--- src/rtl/uart_reg_block.sv ---
module uart_reg_block #(
  parameter int CLK_HZ = 1843200,
  parameter int TX_AW  = 4,
  parameter int RX_AW  = 4
) (
  input  logic             clk,
  input  logic             rst_n,
  input  logic [2:0]       addr,
  input  logic             wr_en,
  input  logic [7:0]       wdata,
  input  logic             rd_en,
  output logic [7:0]       rdata,
  input  logic             irq_active_low,
  output logic             irq,
  input  logic             rx_push,
  input  logic [7:0]       rx_byte,
  input  logic             rx_mark,
  input  logic             tx_pop,
  output logic [7:0]       tx_dout,
  output logic [TX_AW:0]   tx_level,
  input  logic             peer_en,
  output logic             peer_push,
  output logic [7:0]       peer_byte
);
  localparam int TX_D = 1 << TX_AW;
  localparam int RX_D = 1 << RX_AW;
  localparam logic [TX_AW:0] TX_FULL = (TX_AW+1)'(TX_D);
  localparam logic [RX_AW:0] RX_FULL = (RX_AW+1)'(RX_D);
  localparam logic [15:0] DIV_RST = 16'((CLK_HZ / 115200) >> 4);
  localparam logic [3:0] C_LS = 4'h6, C_RX = 4'hC, C_TX = 4'h2, C_NONE = 4'h1;
  localparam logic [7:0] FCR_KEEP = 8'hC9;

  logic [7:0] lcr, fcr, scr, dll, dlh;
  logic [3:0] ier;
  logic       ovr, thre_pend;
  logic [3:0] code;

  logic [7:0]       tx_mem [TX_D];
  logic [TX_AW-1:0] tx_wp, tx_rp;
  logic [TX_AW:0]   tx_cnt;
  logic [7:0]       rx_mem [RX_D];
  logic [RX_AW-1:0] rx_wp, rx_rp;
  logic [RX_AW:0]   rx_cnt;

  wire dlab    = lcr[7];
  wire wr_thr  = wr_en && addr == 3'd0 && !dlab;
  wire rd_rbr  = rd_en && addr == 3'd0 && !dlab;
  wire rd_iir  = rd_en && addr == 3'd2;
  wire rd_lsr  = rd_en && addr == 3'd5;
  wire tx_in   = wr_thr && !peer_en;
  wire tx_out  = tx_pop && tx_cnt != '0;
  wire tx_full = tx_cnt == TX_FULL;
  wire rx_out  = rd_rbr && rx_cnt != '0;
  wire rx_full = rx_cnt == RX_FULL;
  wire rx_flush = wr_en && addr == 3'd2 && wdata[0] && wdata[1];
  wire rx_has  = rx_cnt != '0;

  always_comb begin
    if (ovr && ier[2])                code = C_LS;
    else if (rx_has && ier[0])        code = C_RX;
    else if (thre_pend && ier[1])     code = C_TX;
    else                              code = C_NONE;
  end

  assign irq      = (code != C_NONE) ^ irq_active_low;
  assign tx_dout  = tx_mem[tx_rp];
  assign tx_level = tx_cnt;

  always_ff @(posedge clk) begin
    if (tx_in) tx_mem[tx_wp] <= wdata;
    if (rx_push && !rx_flush) rx_mem[rx_wp] <= rx_byte;
  end

  always_ff @(posedge clk) begin
    if (!rst_n) begin
      tx_wp <= '0; tx_rp <= '0; tx_cnt <= '0;
    end else begin
      if (tx_in) tx_wp <= tx_wp + 1'b1;
      if (tx_out || (tx_in && tx_full)) tx_rp <= tx_rp + 1'b1;
      if (tx_in && (!tx_full || tx_out) && !tx_out) tx_cnt <= tx_cnt + 1'b1;
      else if (tx_out && !tx_in) tx_cnt <= tx_cnt - 1'b1;
    end
  end

  always_ff @(posedge clk) begin
    if (!rst_n) begin
      rx_wp <= '0; rx_rp <= '0; rx_cnt <= '0;
    end else if (rx_flush) begin
      rx_wp <= '0; rx_rp <= '0; rx_cnt <= '0;
    end else begin
      if (rx_push) rx_wp <= rx_wp + 1'b1;
      if (rx_out || (rx_push && rx_full)) rx_rp <= rx_rp + 1'b1;
      if (rx_push && !rx_full && !rx_out) rx_cnt <= rx_cnt + 1'b1;
      else if (rx_out && !rx_push) rx_cnt <= rx_cnt - 1'b1;
    end
  end

  always_ff @(posedge clk) begin
    if (!rst_n) begin
      lcr <= '0; fcr <= '0; scr <= '0; ier <= '0;
      dll <= DIV_RST[7:0]; dlh <= DIV_RST[15:8];
      peer_push <= 1'b0; peer_byte <= '0;
    end else begin
      peer_push <= wr_thr && peer_en;
      if (wr_thr && peer_en) peer_byte <= wdata;
      if (wr_en) begin
        case (addr)
          3'd0: if (dlab) dll <= wdata;
          3'd1: if (dlab) dlh <= wdata; else ier <= wdata[3:0];
          3'd2: fcr <= wdata[0] ? (wdata & FCR_KEEP) : 8'h00;
          3'd3: lcr <= wdata;
          3'd7: scr <= wdata;
          default: ;
        endcase
      end
    end
  end

  always_ff @(posedge clk) begin
    if (!rst_n) begin
      ovr <= 1'b0;
      thre_pend <= 1'b0;
    end else begin
      if (rx_push && !rx_flush && rx_full && !rx_out) ovr <= 1'b1;
      else if (rd_rbr || rd_lsr) ovr <= 1'b0;
      if (tx_in || (rx_push && rx_mark)) thre_pend <= 1'b1;
      else if (rd_iir && code == C_TX) thre_pend <= 1'b0;
    end
  end

  always_ff @(posedge clk) begin
    if (!rst_n) rdata <= '0;
    else if (rd_en) begin
      case (addr)
        3'd0: rdata <= dlab ? dll : (rx_has ? rx_mem[rx_rp] : 8'hFF);
        3'd1: rdata <= dlab ? dlh : {4'h0, ier};
        3'd2: rdata <= {fcr[0] ? 2'b11 : 2'b00, 2'b00, code};
        3'd3: rdata <= lcr;
        3'd5: rdata <= {1'b0, 1'b1, 1'b1, 3'b000, ovr, rx_has};
        3'd7: rdata <= scr;
        default: rdata <= 8'h00;
      endcase
    end
  end
endmodule

--- config.mk ---
export PLATFORM = sky130hd
export DESIGN_NAME = uart_reg_block
export DESIGN_NICKNAME = d
export VERILOG_FILES = /design/src/rtl/uart_reg_block.sv
export SDC_FILE = /design/constraint.sdc
export NUM_CORES = 1
export LEC_CHECK = 0
export CORE_MARGIN = 2
export CORE_UTILIZATION = 56
export DETAILED_ROUTE_END_ITERATION = 12
export HOLD_SLACK_MARGIN = 0.15
export PLACE_DENSITY = 0.81
export SYNTH_ARGS = -nofsm -noshare
export SYNTH_HDL_FRONTEND = slang
export SYNTH_SLANG_ARGS = --single-unit
export TNS_END_PERCENT = 100
--- constraint.sdc ---
create_clock -name clk -period 3.54 [get_ports clk]
set_input_delay 0.708 -clock clk [delete_from_list [all_inputs] [get_ports clk]]
set_output_delay 0.708 -clock clk [all_outputs]
set_load 0.05 [all_outputs]
==> results.json <==
{
  "run_status": "finished, final reports clean",
  "start_util_pct": 56.7,
  "clock_latency_ns": 0.52,
  "antennaDiodeCount": 0,
  "hpwlAfterDp_microns": 19200,
  "synth_area_per_cell_sq_um": 15.5,
  "power.switching_mw": 2.69,
  "synth_cell_types": 55,
  "fin_crit_ns": 3.30,
  "cp.buffers_inverters": 1,
  "area_growth_syn_to_layout_pct": 17.4,
  "cp-end-kind": "output port",
  "final_nets": 1070,
  "antenna_found_initial": 0,
  "worstSetupPathType": "flip-flop to output port",
  "routabilityCongestion": 0.871,
  "yosys_warnings": 0,
  "p_seq_share_pct": 44.6,
  "first_global_vias": 8419,
  "finalSetupTns_ns": 0,
  "clock-sinks": 346,
  "ir_drop_v": 0.000496,
  "yosys.area_share.adder_pct": 1.70,
  "grtUsageTotal_pct": 23.7,
  "synth_mux_area_share_pct": 14.3,
  "clockBufferDepth": 3,
  "crit_family": "simple AND/OR/NAND/NOR gates",
  "root_buffer": "clkbuf_16",
  "cp_slowest_cell": "or4_1",
  "cts_setup_buffers": 0,
  "finalInstanceArea_sq_mm": 0.0166,
  "p_comb_share_pct": 18.6,
  "htree_levels": 2,
  "synth-simple-area-share_pct": 8.24,
  "p_sw_share_pct": 26.0,
  "place_area_sq_mm": 0.0154,
  "drive_above_1_share_pct": 19.7,
  "slew_violations": 0,
  "worst_slew_pin_slew_ns": 1.15,
  "portBuffers": 58,
  "grt_max_degree": 48,
  "skew_ns": 0.0269,
  "die_y_microns": 163,
  "dr.pass1.iters": 6,
  "wirelength_microns": 30400,
  "timing.hold.ws_ns": 0.462,
  "grt_pass1_wl_microns": 47700,
  "clkTransAtPathRegs_ns": 0.06,
  "coreArea_sq_mm": 0.0250,
  "crit_arrival_ns": 2.59,
  "ys_seq_area_share_pct": 67.1,
  "fillers": 1685,
  "cap_violations": 0,
  "synthArstFlopShare_pct": 0,
  "synth_xor_area_share_pct": 1.18,
  "p_total_mw": 10.3,
  "numCtsBuffers": 36,
  "hold_violations": 0,
  "synth_edf_count": 256,
  "postCtsResizedCells": 1,
  "drcViolationCount": 0,
  "crit_required_ns": 2.83,
  "period_share_pct": 93.1,
  "cts_hold_buffers": 0,
  "drtIter0Drc": 931,
  "via_per_inst": 6.00,
  "hp-class": "flip-flop to flip-flop",
  "p_leak_nw": 5.53,
  "finish.utilization_pct": 66.5,
  "rsz0062_at_grt": "no",
  "power_per_cell_area_mw_per_mm2": 623,
  "slew_headroom_pct": 22.8,
  "synth_top_flop_cell": "edfxtp_1",
  "die_area_sq_mm": 0.0266,
  "wire_per_inst_microns": 22.0,
  "die_x_microns": 163,
  "path_cells": "or4_1, o21ai_1, nand3_1, xor2_1, dlygate4sd2_1",
  "num_vias": 8291,
  "synth_nets": 959,
  "final_common_cell": "edfxtp_1",
  "netlist_instances": 913,
  "startpoint_type": "flip-flop",
  "finalSetupViolations": 0,
  "syn_area_sq_mm": 0.0141,
  "power.share.clock_pct": 36.7,
  "synth-seq-cells": 346,
  "cts_tree": "built",
  "num_io_pins": 59,
  "fmax_mhz": 303,
  "drt.antenna.violating_nets": 0,
  "synth_top_family_by_area": "multiplexers",
  "num_rows": 58,
  "cpPeakStageDelay_ns": 0.58,
  "layout_common_cells": "256 x edfxtp_1, 88 x dfxtp_1, 76 x nand2_1",
  "internal_power_mw": 7.65,
  "overflow": 0,
  "cp_max_fo": 4,
  "synth-compound-area-share_pct": 5.70
}
==> cells by family after synthesis <==
logic type | after synthesis
XOR/XNOR | 19
AND/OR/NAND/NOR | 239
adder cells (fa/ha/maj) | 18
AO/OA/AOI/OAI | 113
multiplexers | 116
flip-flops | 346
buffers and inverters | 62
==> synth_stat cells, drive strengths merged, types with 4 or more instances <==
cell type    n  area share (%)
a22oi        7            0.37
nor3        14            0.50
mux4        69              11
clkbuf      29            0.77
nand2b       7            0.31
o22ai        5            0.22
a211oi       4            0.21
and3         6            0.27
a21boi      27             1.4
a21oi       16            0.57
nor3b        4            0.21
edfxtp     256              54
nor2b       28             1.2
nor2        48             1.3
mux2i       47             3.3
dfxtp       90              13
ha          16             1.4
xor2        10            0.62
buf         17            0.60
nand2       76             2.0
inv         15            0.40
a21o         4            0.21
o211ai       5            0.27
and2        13            0.57
nand4       11            0.49
nand3       23            0.81
a31oi        4            0.28
o21ai       20            0.71
xnor2        9            0.56
==> worst paths after layout <==
path | startpoint | endpoint | slack (ns) | depth (start not counted)
worst max register to register | tx_level[0] | tx_level[4] | 0.63 | 9
worst min register to register | lcr[0] | lcr[0] | 0.46 | 2
worst max-delay path | rx_cnt[0] | irq | 0.24 | 5
worst min-delay path | lcr[0] | lcr[0] | 0.46 | 2
==> power by group through the flow <==
stage | Clock (mW) | Combinational [mW] | Sequential, mW
5_1_grt | 4.02 | 2.05 | 4.64
3_5_place_dp | 0 | 1.93 | 4.71
3_3_place_gp | 0 | 1.88 | 4.70
6_report | 3.80 | 1.93 | 4.62
4_1_cts | 3.85 | 1.94 | 4.62
2_1_floorplan | 0 | 1.34 | 4.70
==> cell type report <==
cell class / instances / area (sq um) / area share (%)
inverter: 16 / 60.1 / 0.362
tap: 330 / 413 / 2.49
clock inverter: 27 / 265 / 1.60
sequential: 346 / 9490 / 57.2
clock buffer: 39 / 933 / 5.62
timing repair buffer: 119 / 1040 / 6.25
multi-input combinational: 505 / 4400 / 26.5
==> registers in the layout, summed over array words and instances, names as in the netlist, 8 cells and up, named ones only <==
signal / flops
rx_mem: 128
peer_byte: 8
lcr: 8
rdata: 8
dll: 8
scr: 8
tx_mem: 128
dlh: 8
==> per-layer routing <==
| layer | share of wire (%) | vias to the layer above | global-route usage [%] |
|---|---|---|---|
| met2 | 51 | 343 | 41.2 |
| met3 | 6.6 | 54 | 3.79 |
| met4 | 2.5 | 0 | 8.09 |
| li1 | - | 3735 | - |
| met5 | 0 | - | 0 |
| met1 | 40 | 4159 | 30.7 |
==> stage by stage <==
| stage | instances | worst slack, ns |
|---|---|---|
| 6_report | 1382 | 0.245 |
| 5_1_grt | 1382 | 0.134 |
| 4_1_cts | 1382 | 0.251 |
| 3_5_place_dp | 1316 | -0.0160 |
| 3_3_place_gp | 1316 | 0.0300 |
| 2_1_floorplan | 913 | 0.368 |
==> worst reg2reg max path, cell delays in order (launching register included) <==
cell	delay, ns
dfxtp_1	0.38
or4_1	0.63
mux2i_1	0.23
nand2_1	0.16
fa_1	0.43
a21o_1	0.18
a21oi_1	0.27
or3_1	0.17
a21oi_1	0.07
o31a_1	0.29
Power figures use the tool's default switching activity.
